[src/rtl/mmt_pkg.sv]
package mmt_pkg;

   typedef enum logic [1:0] {
      MODE_DUAL8 = 2'b00,
      MODE_T8_E8 = 2'b01,
      MODE_T16   = 2'b10,
      MODE_E16   = 2'b11
   } mmt_mode_e;

   localparam logic [1:0] ADDR_RLD_LO = 2'd0;
   localparam logic [1:0] ADDR_RLD_HI = 2'd1;
   localparam logic [1:0] ADDR_PRE    = 2'd2;
   localparam logic [1:0] ADDR_MODE   = 2'd3;

endpackage

[src/rtl/mmt_prescale.sv]
module mmt_prescale #(
   parameter int FIX_W = 2,
   parameter int PRE_W = 8
) (
   input  logic             clk,
   input  logic             rst_n,
   input  logic             run,
   input  logic             cyc_en,
   input  logic             clr,
   input  logic [PRE_W-1:0] pre_val,
   output logic             pre_tick
);

   generate
      if (FIX_W < 1) begin : g_bad_fix
         $error("mmt_prescale: FIX_W must be at least 1");
      end
      if (PRE_W < 1) begin : g_bad_pre
         $error("mmt_prescale: PRE_W must be at least 1");
      end
   endgenerate

   logic [FIX_W-1:0] fix_cnt;
   logic [PRE_W-1:0] pre_cnt;
   logic             adv;
   logic             fix_tick;

   assign adv      = run & cyc_en;
   assign fix_tick = adv & (fix_cnt == {FIX_W{1'b1}});
   assign pre_tick = fix_tick & (pre_cnt >= pre_val);

   always_ff @(posedge clk or negedge rst_n) begin
      if (!rst_n) begin
         fix_cnt <= '0;
         pre_cnt <= '0;
      end else if (clr) begin
         fix_cnt <= '0;
         pre_cnt <= '0;
      end else if (adv) begin
         fix_cnt <= fix_cnt + 1'b1;
         if (fix_tick) begin
            pre_cnt <= pre_tick ? '0 : pre_cnt + 1'b1;
         end
      end
   end

   // the fixed stage only moves on an enabled cycle
   assert_fix_hold_R2: assert property (@(posedge clk) disable iff (!rst_n)
      (!adv && !clr) |=> $stable(fix_cnt));

   // a programmable tick is always on a fixed-stage rollover
   assert_tick_on_roll_R2: assert property (@(posedge clk) disable iff (!rst_n)
      (pre_tick && !clr) |=> (fix_cnt == '0));

endmodule

[src/rtl/mmt_sync_edge.sv]
module mmt_sync_edge #(
   parameter int STAGES = 2
) (
   input  logic clk,
   input  logic rst_n,
   input  logic din,
   output logic rise
);

   generate
      if (STAGES < 2) begin : g_bad_stages
         $error("mmt_sync_edge: STAGES must be at least 2");
      end
   endgenerate

   logic [STAGES-1:0] sr;
   logic              prev;

   always_ff @(posedge clk or negedge rst_n) begin
      if (!rst_n) begin
         sr   <= '0;
         prev <= 1'b0;
      end else begin
         sr   <= {sr[STAGES-2:0], din};
         prev <= sr[STAGES-1];
      end
   end

   assign rise = sr[STAGES-1] & ~prev;

   // one event per rising edge, never two in a row
   assert_single_rise_R8: assert property (@(posedge clk) disable iff (!rst_n)
      rise |=> !rise);

endmodule

[src/rtl/mmt_half.sv]
module mmt_half #(
   parameter int W = 8
) (
   input  logic         clk,
   input  logic         rst_n,
   input  logic         tick,
   input  logic         clr,
   input  logic [W-1:0] lim,
   output logic [W-1:0] cnt,
   output logic         at_lim
);

   assign at_lim = (cnt >= lim);

   always_ff @(posedge clk or negedge rst_n) begin
      if (!rst_n) begin
         cnt <= '0;
      end else if (clr) begin
         cnt <= '0;
      end else if (tick) begin
         cnt <= at_lim ? '0 : cnt + 1'b1;
      end
   end

   // a tick at the limit wraps the half to zero
   assert_wrap_R3: assert property (@(posedge clk) disable iff (!rst_n)
      (tick && at_lim) |=> (cnt == '0));

   // a tick below the limit advances by exactly one
   assert_step_R3: assert property (@(posedge clk) disable iff (!rst_n)
      (tick && !at_lim && !clr) |=> (cnt == $past(cnt) + 1'b1));

   // without tick or clear the count holds
   assert_hold_R9: assert property (@(posedge clk) disable iff (!rst_n)
      (!tick && !clr) |=> $stable(cnt));

endmodule

[src/rtl/mm_timer16.sv]
module mm_timer16
   import mmt_pkg::*;
#(
   parameter int HALF_W      = 8,
   parameter int FIX_W       = 2,
   parameter int PRE_W       = 8,
   parameter int SYNC_STAGES = 2
) (
   input  logic              clk,
   input  logic              rst_n,
   input  logic              cyc_en,
   input  logic              run_en,
   input  logic              ext_in,
   input  logic              wr_en,
   input  logic [1:0]        wr_addr,
   input  logic [HALF_W-1:0] wr_data,
   input  logic [1:0]        flag_clr,
   output logic              irq_lo,
   output logic              irq_hi
);

   localparam logic [HALF_W-1:0] HALF_MAX = {HALF_W{1'b1}};

   generate
      if (HALF_W < 2) begin : g_bad_half
         $error("mm_timer16: HALF_W must be at least 2");
      end
      if (PRE_W > HALF_W) begin : g_bad_prew
         $error("mm_timer16: PRE_W must not exceed HALF_W");
      end
   endgenerate

   logic [HALF_W-1:0] rld_lo, rld_hi;
   logic [PRE_W-1:0]  pre_val;
   mmt_mode_e         mode;

   logic wr_rl, wr_rh, wr_pre, wr_mode;
   logic clr_lo_cnt, clr_hi_cnt, clr_pre;
   logic pre_tick, ext_rise, ev;
   logic cascade;
   logic lo_src, hi_src;
   logic [HALF_W-1:0] lo_lim;
   logic [HALF_W-1:0] lo_cnt, hi_cnt;
   logic lo_at, hi_at;
   logic lo_hit, hi_hit;

   // register decode
   assign wr_rl   = wr_en & (wr_addr == ADDR_RLD_LO);
   assign wr_rh   = wr_en & (wr_addr == ADDR_RLD_HI);
   assign wr_pre  = wr_en & (wr_addr == ADDR_PRE);
   assign wr_mode = wr_en & (wr_addr == ADDR_MODE);

   assign clr_lo_cnt = wr_rl & ~run_en;
   assign clr_hi_cnt = wr_rh & ~run_en;
   assign clr_pre    = (wr_rl | wr_rh) & ~run_en;

   always_ff @(posedge clk or negedge rst_n) begin
      if (!rst_n) begin
         rld_lo  <= '0;
         rld_hi  <= '0;
         pre_val <= '0;
         mode    <= MODE_DUAL8;
      end else begin
         if (wr_rl)   rld_lo  <= wr_data;
         if (wr_rh)   rld_hi  <= wr_data;
         if (wr_pre)  pre_val <= wr_data[PRE_W-1:0];
         if (wr_mode) mode    <= mmt_mode_e'(wr_data[1:0]);
      end
   end

   mmt_prescale #(.FIX_W(FIX_W), .PRE_W(PRE_W)) u_pre (
      .clk      (clk),
      .rst_n    (rst_n),
      .run      (run_en),
      .cyc_en   (cyc_en),
      .clr      (clr_pre),
      .pre_val  (pre_val),
      .pre_tick (pre_tick)
   );

   mmt_sync_edge #(.STAGES(SYNC_STAGES)) u_sync (
      .clk   (clk),
      .rst_n (rst_n),
      .din   (ext_in),
      .rise  (ext_rise)
   );

   assign ev      = ext_rise & run_en;
   assign cascade = (mode == MODE_T16) || (mode == MODE_E16);

   // clock routing per mode
   always_comb begin
      lo_src = pre_tick;
      hi_src = pre_tick;
      lo_lim = rld_lo;
      unique case (mode)
         MODE_DUAL8: begin
            lo_src = pre_tick;
            hi_src = pre_tick;
         end
         MODE_T8_E8: begin
            lo_src = pre_tick;
            hi_src = ev;
         end
         MODE_T16: begin
            lo_src = pre_tick;
            hi_src = pre_tick & lo_at;
            lo_lim = hi_at ? rld_lo : HALF_MAX;
         end
         MODE_E16: begin
            lo_src = ev;
            hi_src = ev & lo_at;
            lo_lim = hi_at ? rld_lo : HALF_MAX;
         end
         default: ;
      endcase
   end

   mmt_half #(.W(HALF_W)) u_lo (
      .clk    (clk),
      .rst_n  (rst_n),
      .tick   (lo_src),
      .clr    (clr_lo_cnt),
      .lim    (lo_lim),
      .cnt    (lo_cnt),
      .at_lim (lo_at)
   );

   mmt_half #(.W(HALF_W)) u_hi (
      .clk    (clk),
      .rst_n  (rst_n),
      .tick   (hi_src),
      .clr    (clr_hi_cnt),
      .lim    (rld_hi),
      .cnt    (hi_cnt),
      .at_lim (hi_at)
   );

   assign lo_hit = ~cascade & lo_src & lo_at;
   assign hi_hit = hi_src & hi_at;

   always_ff @(posedge clk or negedge rst_n) begin
      if (!rst_n) begin
         irq_lo <= 1'b0;
         irq_hi <= 1'b0;
      end else begin
         irq_lo <= lo_hit | (irq_lo & ~flag_clr[0]);
         irq_hi <= hi_hit | (irq_hi & ~flag_clr[1]);
      end
   end

   // stopped and untouched means frozen
   assert_stopped_frozen_R9: assert property (@(posedge clk) disable iff (!rst_n)
      (!run_en && !wr_en) |=> ($stable(lo_cnt) && $stable(hi_cnt)));

   // cascaded modes never raise the low flag
   assert_no_lo_flag_cascade_R6: assert property (@(posedge clk) disable iff (!rst_n)
      (cascade && !irq_lo && !wr_mode) |=> !irq_lo);

   // in dual-timer mode only the prescaler moves the counters
   assert_ext_ignored_R8: assert property (@(posedge clk) disable iff (!rst_n)
      (mode == MODE_DUAL8 && !pre_tick && !wr_en) |=> ($stable(lo_cnt) && $stable(hi_cnt)));

   // flags are sticky without a clear strobe
   assert_sticky_lo_R11: assert property (@(posedge clk) disable iff (!rst_n)
      (irq_lo && !flag_clr[0]) |=> irq_lo);
   assert_sticky_hi_R11: assert property (@(posedge clk) disable iff (!rst_n)
      (irq_hi && !flag_clr[1]) |=> irq_hi);

   // a stopped reload write restarts its half
   assert_reload_clear_R10: assert property (@(posedge clk) disable iff (!rst_n)
      (wr_rl && !run_en) |=> (lo_cnt == '0));

endmodule

[config.mk]
export PLATFORM = sky130hd
export DESIGN_NAME = mm_timer16
export DESIGN_NICKNAME = d
export VERILOG_FILES = /design/src/rtl/mmt_pkg.sv /design/src/rtl/mmt_prescale.sv /design/src/rtl/mmt_sync_edge.sv /design/src/rtl/mmt_half.sv /design/src/rtl/mm_timer16.sv
export SDC_FILE = /design/constraint.sdc
export NUM_CORES = 1
export LEC_CHECK = 0
export BUFFER_PORTS_ARGS = -buffer_cell sky130_fd_sc_hd__buf_2
export CAP_MARGIN = 20
export CORE_MARGIN = 4
export CORE_UTILIZATION = 25
export DETAILED_ROUTE_END_ITERATION = 8
export GPL_TIMING_DRIVEN = 0
export PLACE_DENSITY = 0.45
export SKIP_LAST_GASP = 1
export SYNTH_ARGS = -nofsm -noshare
export SYNTH_HDL_FRONTEND = slang
export SYNTH_SLANG_ARGS = --single-unit
export TNS_END_PERCENT = 5
[constraint.sdc]
create_clock -name clk -period 3.3 [get_ports clk]
set_input_delay 0.66 -clock clk [delete_from_list [all_inputs] [get_ports clk]]
set_output_delay 0.66 -clock clk [all_outputs]
set_load 0.02 [all_outputs]
==> Yosys cells after proc, flatten, opt, wreduce, memory -nomap -nowiden <==
Index checks and enable logic that the tools add are counted.
{ "classes": {"eq_ne": 7, "addsub": 4, "n_lt_le_gt_ge": 3, "bitwise_logic": 27, "muxes": 16, "reduce_logical": 10} }
{ "ops": {"columns": ["operator", "n"], "rows": [
  ["$mux 8", 12],
  ["$add 8x1->8 const B", 3],
  ["$ge 8x8->1", 3],
  ["$and 1x1->1", 19],
  ["$eq 2x2->1 const B", 5],
  ["$reduce_bool 2->1", 4],
  ["$not 1->1", 5],
  ["$eq 2x1->1 const B", 2],
  ["$logic_not 2->1", 2],
  ["$mux 2", 2],
  ["$pmux 1 s4", 1],
  ["$or 1x1->1", 3],
  ["$reduce_or 3->1", 1],
  ["$add 2x1->2 const B", 1],
  ["$pmux 1 s2", 1],
  ["$reduce_and 2->1", 1],
  ["$reduce_or 2->1", 1],
  ["$logic_or 1x1->1", 1]
]} }
{ "totals": {"regBits": 57, "input_bits": 18, "output_inout_bits": 2} }

==> Logic depth before layout (Yosys ltp) <==
{ "depth": {"depth_word": 8, "ltp_mapped": 17} }

==> Modules after synthesis <==
From an unflattened synthesis, not the netlist that was laid out.
{ "hier_totals": {"cells_unflattened": 313, "hier_area_um2": 3515.9} }
{ "by_module_without_submodules": {"columns": ["mod", "cells_per_inst", "instances", "area_each_um2", "seq_area_each_um2"], "rows": [
  ["mmt_half", 73, 2, 716.9, 200.2],
  ["mm_timer16", 82, 1, 1202.4, 700.7],
  ["mmt_prescale", 81, 1, 790.8, 250.2],
  ["mmt_sync_edge", 4, 1, 88.8, 75.1]
]} }

==> Worst setup path before layout <==
Ideal clock, no wire load.
{ "synth_timing": {"path_kind": "reg2reg", "start": "reg u_hi.cnt[5]", "end": "reg u_lo.cnt[2]", "arrival_ns": 3.377, "synth_period_minus_slack_ns": 3.477, "t_required_ns": 3.201, "stages_incl_launch_ff": 15, "slack_ns": -0.177, "path_cell_list": "dfrtp_1 ha_1 a2111oi_0 nand2_1 o22ai_2 and2_0 clkbuf_2 nor2_1 ha_1 a211oi_1 o21ai_1 a211oi_2 buf_2 a31oi_1 a311oi_1"} }
{ "synth_via": {"elab_chain_cells": 7} }
{ "synth_rtl": {"columns": ["element", "line_no", "rtl"], "rows": [
  ["start: declaration", "mmt_half.sv:9", "output logic [W-1:0] cnt,"],
  ["start signal: assignment", "mmt_half.sv:21", "cnt <= at_lim ? '0 : cnt + 1'b1;"],
  ["$ge 8x8->1", "mmt_half.sv:13", "assign at_lim = (cnt >= lim);"],
  ["$mux 8", "mm_timer16.sv:108, mm_timer16.sv:113", null],
  ["$mux 8", null, null],
  ["$ge 8x8->1", "mmt_half.sv:13", null],
  ["$mux 8", "mmt_half.sv:21", null],
  ["$mux 8", "mmt_half.sv:20", "end else if (tick) begin"],
  ["$mux 8", "mmt_half.sv:18", "end else if (clr) begin"],
  ["end signal: assignment", "mmt_half.sv:21", null],
  ["end: declaration", "mmt_half.sv:9", null]
]} }
No other way between the ends. The select of a mux whose other input is x is not followed.
A chain may end at the register's enable or synchronous reset.

==> Final worst setup path <==
{ "layout_timing": {"start": "reg u_hi.cnt[5]", "end": "reg u_hi.cnt[2]"} }
{ "layout_via": {"elab_chain_cells": 7, "elab_cells_between_ends": 11} }
{ "layout_rtl": {"columns": ["element", "line_no", "rtl"], "rows": [
  ["$ge 8x8->1 (*)", "mmt_half.sv:13", null],
  ["$mux 8", "mm_timer16.sv:108, mm_timer16.sv:113", null],
  ["$mux 8", null, null],
  ["$ge 8x8->1", "mmt_half.sv:13", null],
  ["$and 1x1->1 (on tied branches)", "mm_timer16.sv:112, mm_timer16.sv:107", null],
  ["$pmux 1 s4", "mm_timer16.sv:96", "unique case (mode)"],
  ["$reduce_bool 2->1 (no source line)", null, null]
]} }
Mark *: on every way between the ends. The rest lies on a longest branch, timed or not. The select of a mux whose other input is x is not followed.

==> metrics.cfg <==
[sta]
rsz0062_at_grt = yes
timing.final.crit_share_pct = 97.2
fmaxAchievable_ghz = 0.312
worst_pin_slew_ns = 0.997
whs_ns = 0.349
fin_tns_setup_ns = 0
final_hold_viol_count = 0
slew_violations = 0
skew_ns = 0.00600
slew_headroom_pct = 33.0
finalSetupViolCount = 0
min_period_ns = 3.21

[placement]
dp.cells = 499
gp_congestion = 0.756
place.detailed.hpwl_um = 5210
io_buffers = 19

[route]
vias = 2420
drt-wirelength-per-cell_um = 13.7
firstDrtPassIters = 4
wirelength_um = 7190
ant_nets = 0
drc_errors = 0
vias_per_cell = 4.63
drt-initial-drc-count = 118

[cells_and_area]
diodes = 0
final_cells = 523
final_core_util_pct = 32.5
fin_nets = 392
drive_gt1_share_pct = 31.1
area_growth_pct = 27.7

[critical_path]
crit_fanout = 8
worstSetupPathType = flop to flop
endpoint_kind = flop
crit_slowest_cell = dfrtp_2
arrival_ns = 3.43
startpoint_type = flop
worst_path_largest_cell_delay_ns = 0.43
required_ns = 3.52
path_cells = ha_4 > buf_4 > o2111ai_2 > a21oi_2 > o22ai_4 > and2_4 > buf_8 > or2_2 > ha_4 > nor2b_1 > o21ai_2 > a211oi_4 > buf_6 > o2bb2ai_4 > buf_6 > a21oi_1 > o32ai_1

[floorplan]
initial_core_util_pct = 25.4
die_height_um = 121
row_count = 41
coreArea_mm2 = 0.0126
dieWidth_um = 121
die_area_mm2 = 0.0147
io_pins = 20

[clock_network]
root_buffer = clkbuf_16
path_clk_slew_ns = 0.05
cts.path.max_buffers = 2
htreeDepth = 3
cts_hold_buf = 0
insertion_delay_ns = 0.32
cts_made_buffers = 9
clkSinkCount = 57
cts_tree = done

[global_routing]
grt_max_degree = 34
grt_pass1_vias = 2438
overflow = 0
grt_usage_pct = 10.8
antenna_found_initial = 0
grt_pass1_wl_um = 12300

[logic_synthesis]
muxShareOfSynthArea_pct = 9.51
ys_warn_count = 0
yosysSeqAreaShare_pct = 44.6
yosys.area.top_type = dfrtp_1
postSynthNetCount = 353
ys_types = 46
synth_top_family_by_area = simple AND/OR/NAND/NOR gates
synth_compound_area_share_pct = 14.4
syn_area_per_cell_um2 = 10.4
synth_top_cells_by_area = dfrtp_1 (45%), ha_1 (11%), mux2_2 (9.5%)
ys.flop_type = dfrtp_1
synth_common_cells = dfrtp_1 (57), ha_1 (28), mux2_2 (27), nand2_1 (25), nor2_1 (24)
synth-xor-area-share_pct = 1.10
synthCells = 307
syn-cell-area_mm2 = 0.00320
synth_seq_cells = 57
async_reset_ff_share_pct = 100
synth_most_common_cell = dfrtp_1
yosysTopAreaCellShare_pct = 44.6
synth_edf_count = 0
yosys.area_share.simple_pct = 15.7
synth_adder_area_share_pct = 11.0

[run]
cap_violations = 0

[pwr]
irDropWorstVdd_uv = 298
p_leak_uw = 0.00182
power_density_mw_per_mm2 = 547

[run_status]
status = complete, no violations

[hold_path]
hold_path_class = input pin to asynchronous set/reset pin

-- timing repair --
item,4_1_cts,5_1_grt
setup buffers,5,2
pin swaps,4,16
resized for setup,9,30
hold endpoints to repair,0,0
gates cloned,1,0
endpoints found under the setup margin,18,17
-- registers in the layout, summed over array words and instances (netlist names) --
name           flops
irq_hi             1
irq_lo             1
mode               2
pre_val            8
rld_hi             8
rld_lo             8
u_hi.cnt           8
u_lo.cnt           8
u_pre.fix_cnt      2
u_pre.pre_cnt      8
u_sync.prev        1
u_sync.sr          2
-- cells by family after synthesis --
kind of cell,count (synthesis)
compound gates,63
xor+xnor,4
fa+ha+maj,28
buf+inv,29
flops,57
mux,27
simple gates,99
-- cell type report --
cell class	count	area, um2
plain buffers	6	56.3
fillers	1279	8490
well taps	172	215
clock inverters	3	40.0
repair buffers	28	183
multi-input cells	221	1820
flip-flops and latches	57	1430
clock buffers	13	250
inverters	23	86.3
-- path summary, 6_finish.rpt --
path,slack [ns],startpoint,to,cells after the start
max,0.09,u_hi.cnt[5],u_hi.cnt[2],17
min,0.35,rst_n,irq_lo,1
max reg2reg,0.09,u_hi.cnt[5],u_hi.cnt[2],17
min reg2reg,0.35,u_sync.sr[0],u_sync.sr[1],0
max in group asynchronous,2.34,rst_n,u_hi.cnt[5],2
min in group clk,0.35,u_sync.sr[0],u_sync.sr[1],0
-- per-stage QoR --
step / area [um2] / setup slack [ns] / power, uW
CTS: 3940 / -0.0210 / 2220
floorplan: 3240 / -0.00863 / 1150
global placement: 3550 / -0.690 / 1250
finish: 4080 / 0.0916 / 2230
detailed placement: 3570 / -0.708 / 1270
global route: 4080 / -0.0679 / 2380
-- where the power goes --
group | internal, uW | total, uW | leakage (uW) | switching [uW]
logic | 226 | 450 | 0.000970 | 225
registers | 795 | 869 | 0.000711 | 74.4
clock network | 602 | 914 | 0.000144 | 312
-- layout by cell type, fill, tap and decap left out, types with 3 or more instances in the layout --
master / instances
a21oi_1: 9
a22o_1: 3
a22oi_1: 3
a311oi_1: 4
a31oi_1: 6
and3_1: 6
buf_2: 19
buf_4: 6
buf_6: 5
clkbuf_1: 4
clkbuf_16: 9
dfrtp_1: 56
ha_1: 21
ha_2: 3
ha_4: 4
inv_1: 21
mux2_2: 27
nand2_1: 25
nand2b_1: 7
nand3_1: 12
nor2_1: 20
o21a_1: 3
o21ai_0: 8
o22ai_1: 6
or2_2: 5
or3_1: 6
xor2_1: 3
-- worst max-delay path: cells and delay by family (launching register included) --
| family | cells | cell delay (ns) |
|---|---|---|
| simple gates | 3 | 0.60 |
| buf+inv | 4 | 0.54 |
| compound gates | 8 | 1.02 |
| fa+ha+maj | 2 | 0.51 |
| flops | 1 | 0.43 |
-- layer usage --
| layer | vias to the layer above | share of wire, % | global-route usage [%] |
|---|---|---|---|
| met5 | - | 0 | 0 |
| met1 | 1169 | 48 | 14.9 |
| met3 | 13 | 3.3 | 1.96 |
| met2 | 43 | 45 | 15.9 |
| li1 | 1195 | - | - |
| met4 | 0 | 2.8 | 5.88 |
No activity file was read; power rests on OpenSTA's default activity.
